===== src/rtl/mfmt_pkg.sv =====
package mfmt_pkg;

  typedef enum logic [1:0] {
    FMT_TWOS = 2'b00,
    FMT_ONES = 2'b01,
    FMT_SMAG = 2'b10,
    FMT_UNS  = 2'b11
  } fmt_e;

  // Same-sign operands whose sum has the opposite sign
  function automatic logic same_sign_flip(input logic s_x, input logic s_y, input logic s_r);
    return (s_x == s_y) && (s_r != s_x);
  endfunction

endpackage


===== src/rtl/mfmt_binadd.sv =====
module mfmt_binadd #(
  parameter int WIDTH = 8
) (
  input  logic [WIDTH-1:0] x,
  input  logic [WIDTH-1:0] y,
  input  logic             inv,
  input  logic             cin,
  output logic [WIDTH-1:0] sum,
  output logic             cout
);
  logic [WIDTH-1:0] y_eff;
  logic [WIDTH:0]   wide;

  // controlled inverter: one XOR per bit
  assign y_eff = y ^ {WIDTH{inv}};
  assign wide  = {1'b0, x} + {1'b0, y_eff} + {{WIDTH{1'b0}}, cin};
  assign sum   = wide[WIDTH-1:0];
  assign cout  = wide[WIDTH];
endmodule


===== src/rtl/mfmt_smag.sv =====
module mfmt_smag #(
  parameter int WIDTH = 8
) (
  input  logic [WIDTH-1:0] x,
  input  logic [WIDTH-1:0] y,
  input  logic             sub,
  output logic [WIDTH-1:0] res,
  output logic             ovf
);
  localparam int MW = WIDTH - 1;

  logic          s_x, s_y;
  logic [MW-1:0] m_x, m_y, m_sum, m_diff, m_out;
  logic          m_carry, x_ge, same, s_out;

  assign s_x = x[WIDTH-1];
  assign s_y = y[WIDTH-1] ^ sub;   // subtracting flips the sign of y
  assign m_x = x[MW-1:0];
  assign m_y = y[MW-1:0];

  assign {m_carry, m_sum} = {1'b0, m_x} + {1'b0, m_y};
  assign x_ge   = (m_x >= m_y);
  assign m_diff = x_ge ? (m_x - m_y) : (m_y - m_x);
  assign same   = (s_x == s_y);

  always_comb begin
    if (same) begin
      m_out = m_sum;
      s_out = s_x;
    end else begin
      m_out = m_diff;
      s_out = x_ge ? s_x : s_y;
    end
  end

  assign ovf = same & m_carry;
  // zero magnitude without overflow is reported as positive zero
  assign res = {s_out & ((|m_out) | ovf), m_out};
endmodule


===== src/rtl/mfmt_addsub.sv =====
module mfmt_addsub
  import mfmt_pkg::*;
#(
  parameter int WIDTH = 8
) (
  input  logic             clk,
  input  logic             rst_n,
  input  logic             in_valid,
  input  logic [WIDTH-1:0] a,
  input  logic [WIDTH-1:0] b,
  input  logic             sub,
  input  logic [1:0]       fmt,
  output logic             out_valid,
  output logic [WIDTH-1:0] res,
  output logic             cb,
  output logic             sovf,
  output logic             zero
);
  localparam int MSB = WIDTH - 1;

  fmt_e fmt_sel;
  assign fmt_sel = fmt_e'(fmt);

  // binary path: two's complement, unsigned, carry/borrow
  logic [WIDTH-1:0] bin_sum;
  logic             bin_co;
  mfmt_binadd #(.WIDTH(WIDTH)) u_bin (
    .x(a), .y(b), .inv(sub), .cin(sub), .sum(bin_sum), .cout(bin_co)
  );

  // ones' complement path: raw sum, then end-around carry
  logic [WIDTH-1:0] raw_sum, eac_sum;
  logic             raw_co, eac_co;
  mfmt_binadd #(.WIDTH(WIDTH)) u_raw (
    .x(a), .y(b), .inv(sub), .cin(1'b0), .sum(raw_sum), .cout(raw_co)
  );
  mfmt_binadd #(.WIDTH(WIDTH)) u_eac (
    .x(raw_sum), .y('0), .inv(1'b0), .cin(raw_co), .sum(eac_sum), .cout(eac_co)
  );

  // sign-magnitude path
  logic [WIDTH-1:0] sm_res;
  logic             sm_ovf;
  mfmt_smag #(.WIDTH(WIDTH)) u_smag (
    .x(a), .y(b), .sub(sub), .res(sm_res), .ovf(sm_ovf)
  );

  logic             b_sign_eff;
  logic [WIDTH-1:0] nx_res;
  logic             nx_ovf, nx_zero, nx_cb;

  assign b_sign_eff = b[MSB] ^ sub;
  assign nx_cb      = sub ? ~bin_co : bin_co;

  always_comb begin
    unique case (fmt_sel)
      FMT_TWOS: begin
        nx_res  = bin_sum;
        nx_ovf  = same_sign_flip(a[MSB], b_sign_eff, bin_sum[MSB]);
        nx_zero = ~|bin_sum;
      end
      FMT_ONES: begin
        nx_res  = eac_sum;
        nx_ovf  = same_sign_flip(a[MSB], b_sign_eff, eac_sum[MSB]);
        nx_zero = (~|eac_sum) | (&eac_sum);
      end
      FMT_SMAG: begin
        nx_res  = sm_res;
        nx_ovf  = sm_ovf;
        nx_zero = ~|sm_res[MSB-1:0];
      end
      default: begin
        nx_res  = bin_sum;
        nx_ovf  = 1'b0;
        nx_zero = ~|bin_sum;
      end
    endcase
  end

  always_ff @(posedge clk or negedge rst_n) begin
    if (!rst_n) begin
      out_valid <= 1'b0;
      res       <= '0;
      cb        <= 1'b0;
      sovf      <= 1'b0;
      zero      <= 1'b0;
    end else begin
      out_valid <= in_valid;
      if (in_valid) begin
        res  <= nx_res;
        cb   <= nx_cb;
        sovf <= nx_ovf;
        zero <= nx_zero;
      end
    end
  end


  valid_follow_chk: assert property (@(posedge clk) disable iff (!rst_n)
    in_valid |=> out_valid);

  valid_drop_chk: assert property (@(posedge clk) disable iff (!rst_n)
    !in_valid |=> !out_valid);

  idle_hold_chk: assert property (@(posedge clk) disable iff (!rst_n)
    !in_valid |=> ($stable(res) && $stable(cb) && $stable(sovf) && $stable(zero)));

  mixed_sign_chk: assert property (@(posedge clk) disable iff (!rst_n)
    (in_valid && fmt == 2'b00 && !sub && (a[MSB] != b[MSB])) |=> !sovf);

  pos_zero_chk: assert property (@(posedge clk) disable iff (!rst_n)
    (in_valid && fmt == 2'b10) |=> (sovf || !(res[MSB] && ~|res[MSB-1:0])));

  uns_no_ovf_chk: assert property (@(posedge clk) disable iff (!rst_n)
    (in_valid && fmt == 2'b11) |=> !sovf);

  twos_zero_chk: assert property (@(posedge clk) disable iff (!rst_n)
    (in_valid && fmt == 2'b00) |=> (zero == (res == '0)));

  borrow_chk: assert property (@(posedge clk) disable iff (!rst_n)
    (in_valid && sub && (a == b)) |=> !cb);
endmodule


===== config.mk =====
export PLATFORM = sky130hd
export DESIGN_NAME = mfmt_addsub
export DESIGN_NICKNAME = d
export VERILOG_FILES = /design/src/rtl/mfmt_pkg.sv /design/src/rtl/mfmt_binadd.sv /design/src/rtl/mfmt_smag.sv /design/src/rtl/mfmt_addsub.sv
export SDC_FILE = /design/constraint.sdc
export NUM_CORES = 1
export LEC_CHECK = 0
export ABC_AREA = 1
export BUFFER_PORTS_ARGS = -buffer_cell sky130_fd_sc_hd__buf_2
export CORE_MARGIN = 4
export CORE_UTILIZATION = 63
export CTS_BUF_LIST = sky130_fd_sc_hd__clkbuf_4 sky130_fd_sc_hd__clkbuf_8
export CTS_CLUSTER_DIAMETER = 120
export DETAILED_ROUTE_END_ITERATION = 7
export PLACE_DENSITY = 0.84
export REMOVE_ABC_BUFFERS = 1
export SETUP_SLACK_MARGIN = 0.02
export SLEW_MARGIN = 20
export SYNTH_ARGS = -nofsm -noshare
export SYNTH_HDL_FRONTEND = slang
export SYNTH_HIERARCHICAL = 1
export SYNTH_SLANG_ARGS = --single-unit

===== constraint.sdc =====
create_clock -name clk -period 0.8 [get_ports clk]
set_input_delay 0.04 -clock clk [delete_from_list [all_inputs] [get_ports clk]]
set_output_delay 0.04 -clock clk [all_outputs]
set_load 0.02 [all_outputs]

==> summary.md <==
| Metric | Value |
|---|---|
| Initial antenna violation count | `2` |
| Die boundary height | `83.0 um` |
| CTS tree | `built` |
| Power share of the combinational group | `82.7%` |
| Standard-cell rows | `27` |
| Max-Cap Viols | `0` |
| Worst ir drop on vdd | `0.00173 V` |
| First-pass GRT wire length | `21.3 mm` |
| Number of global-route vias before repair | `roughly 4.6k` |
| Internal power | `4.56 mW` |
| 1st-iter DRT viols | `approximately 1.1k` |
| CP Max Fanout | `3` |
| Total gr overflow | `0` |
| Class of the worst hold path | `input port to flop` |
| N_diodes | `0` |
| Result of the run | `complete, but fails checks` |
| Wirelength per Cell | `23.4 um` |
| Post-Synthesis Cells | `570` |
| Final cell count without fillers | `802` |
| Required time at the endpoint of the critical path | `990 ps` |
| Net switching power figure | `5.39 mW` |
| Estimated wirelength of the detail-placed design | `8.64 mm` |
| Combined area of all synthesized cells | `0.00355 mm^2` |
| Clock slew at the register clock pins of the worst setup and hold paths | `about 100 ps` |
| Total routed wirelength | `18.7 mm` |
| Worst Path Arrival | `3560 ps` |
| Number of synthesis warnings | `6` |
| Final #Nets | `about 810` |
| Cell-by-cell trace of the critical path | `buf_8 > xnor2_4 > fa_2 > fa_2 > inv_2 > nand3_2 > nand3_2 > nand2_1 > nand2_1 > inv_2 > fa_2 > fa_2 > inv_2 > a21oi_4 > xnor2_2 > nand2_1 > nor2_1 > nand2_1 > o21ai_1 > nand2_1 > nand2_1 > nand2_1 > a21oi_2` |
| Average size of a mapped cell | `6.22 um^2` |
| Min Clock Period, post-route | `3380 ps` |
| Layout cell share with drive strength beyond 1 | `35.6%` |
| Peak Freq | `roughly 300 MHz` |
| Max-slew violation count | `0` |
| Sinks on Clock Net | `12` |
| Multi-input gate area | `0.00304 mm^2` |
| DR vias | `about 5.4k` |
| Starting Density | `64.8%` |
| Setup Crit Path Kind | `input port to flop` |
| Clock root buffer | `sky130_fd_sc_hd__clkbuf_8` |
| Failing checks | `design-rule violations, negative setup slack` |
| Fill cell total of the finished layout | `approximately 160` |
| Clk Latency, worst-skew pair | `260 ps` |
| Die area | `0.00689 mm^2` |
| Switching part of the total | `54.2%` |
| Worst R2R Setup Slack | `-210 ps` |
| Routed Antenna Nets | `0` |
| Nature of the critical path startpoint | `input port` |
| Leak | `3.05 nW` |
| Width of the die | `around 83 um` |
| Fraction of the core area covered by cells at the end of the flow | `between 90% and 100%` |
| Via-to-Cell Ratio | `6.70` |
| Largest stage delay on the critical path | `420 ps` |
| Most frequent cell on the critical path | `sky130_fd_sc_hd__nand2_1` |
| CTS Buffer Depth | `2` |
| Final count of negative-setup-slack endpoints | `23` |
| Proportion of power drawn by flip-flops and latches | `under 10%` |
| DRC violation count after routing | `42` |
| Critical path buffer and inverter count | `4` |
| Clock group share of total power | `8.5%` |
| Slowest library cell on the worst path | `sky130_fd_sc_hd__fa_2` |
| Syn-to-layout area delta | `45.6%` |
| Largest net degree at the start of global routing | `13` |
| Final worst path period share | `422%` |
| I/O pin count | `34` |
| Level count of the clock H-tree | `1` |
| Number of endpoints with negative hold slack in the final report | `0` |
| Number of iterations in the first detailed-routing pass | `8` |
| Worst Setup Slack, final | `-2580 ps` |
| Unrepaired setup endpoints after global routing | `true` |
| Worst clock skew | `0 ps` |
| Sequential cell area | `300 um^2` |
| Routability congestion estimate from global placement | `0.925` |
| Core ar. | `0.00547 mm^2` |
| GRT Util Overall | `37.5%` |
| Dominant delay contributor by cell family on the critical path | `adder cells` |
| Number of buffers inserted during clock tree synthesis | `3` |
| Number of instances in the placed design | `roughly 780` |
| Type of destination of the critical path | `flop` |
| Power density cells | `1930 mW/mm^2` |
| Port-buffer cells | `33` |
-- placed cells by master, fill, tap and decap left out, types with 5 or more instances in the layout --
cell type                   n
sky130_fd_sc_hd__nand2_1  160
sky130_fd_sc_hd__buf_4    115
sky130_fd_sc_hd__inv_1    101
sky130_fd_sc_hd__ha_1      46
sky130_fd_sc_hd__nand3_1   32
sky130_fd_sc_hd__nand2_2   26
sky130_fd_sc_hd__xor2_1    22
sky130_fd_sc_hd__nor2_1    21
sky130_fd_sc_hd__a21oi_1   20
sky130_fd_sc_hd__buf_6     20
sky130_fd_sc_hd__buf_2     19
sky130_fd_sc_hd__inv_2     12
sky130_fd_sc_hd__dfrtp_1   12
sky130_fd_sc_hd__nand3_2   11
sky130_fd_sc_hd__a21oi_2   10
sky130_fd_sc_hd__xnor2_1   10
sky130_fd_sc_hd__conb_1    10
sky130_fd_sc_hd__o21ai_1    8
sky130_fd_sc_hd__nand4_1    8
sky130_fd_sc_hd__nand2_4    6
sky130_fd_sc_hd__fa_2       6
sky130_fd_sc_hd__xnor2_2    5
-- stage by stage --
stage	TNS, ps	hold WS, ps	setup slack [ps]	total power [mW]	instance area, um^2
final	-25130	36.8	-2580	9.95	5160
after global routing	-26100	27.9	-2770	10.3	5160
after CTS	-21220	57.2	-2260	7.87	4850
after detailed placement	-26570	-69.3	-2810	6.44	4520
after global placement	-25090	-80.0	-2610	6.20	4520
after floorplan	-20210	-256	-2330	4.08	3470
-- sequential cells by signal, indices dropped and copies added, names as in the netlist --
| signal | count |
|---|---|
| zero | 1 |
| cb | 1 |
| sovf | 1 |
| out_valid | 1 |
| res | 8 |
-- path summary, 6_finish.rpt --
kind | from | endpoint | depth (start not counted)
setup reg to reg | res[2] | res[2] | 2
setup / recovery | b[0] | zero | 23
max in group asynchronous | rst_n | res[4] | 2
min in group asynchronous | rst_n | res[1] | 2
hold / removal | in_valid | out_valid | 2
hold reg to reg | res[7] | res[7] | 2
-- routing by layer --
metal,GRT usage (%),up-vias,routed length (um)
met1,40.5,2338,5700
li1,-,2065,-
met5,0,-,13
met3,5.65,307,2600
met2,68.8,661,7950
met4,21.7,2,2470
-- power groups by stage --
stage	Sequential (mW)	Combinational (mW)	Clock (mW)
floorplan	0.954	3.13	0
global placement	0.793	5.40	0
detailed placement	0.797	5.64	0
CTS	0.822	6.36	0.692
global route	0.882	8.53	0.884
finish	0.882	8.22	0.843
-- what timing repair did --
item	4_1_cts	5_1_grt
endpoints found under the setup margin	23	23
endpoints found under the hold margin	12	0
pin swaps	30	43
buffers inserted	4	16
hold buffers	1	0
resized for setup	73	45
-- layout make-up --
class	instances	area share [%]
clock buffers	4	1.07
multi-input cells	442	58.9
repair buffers	158	24.2
flip-flops and latches	12	5.82
well taps	72	1.74
inverters	114	8.34
Note: power is estimated with default switching activity, not from simulation.
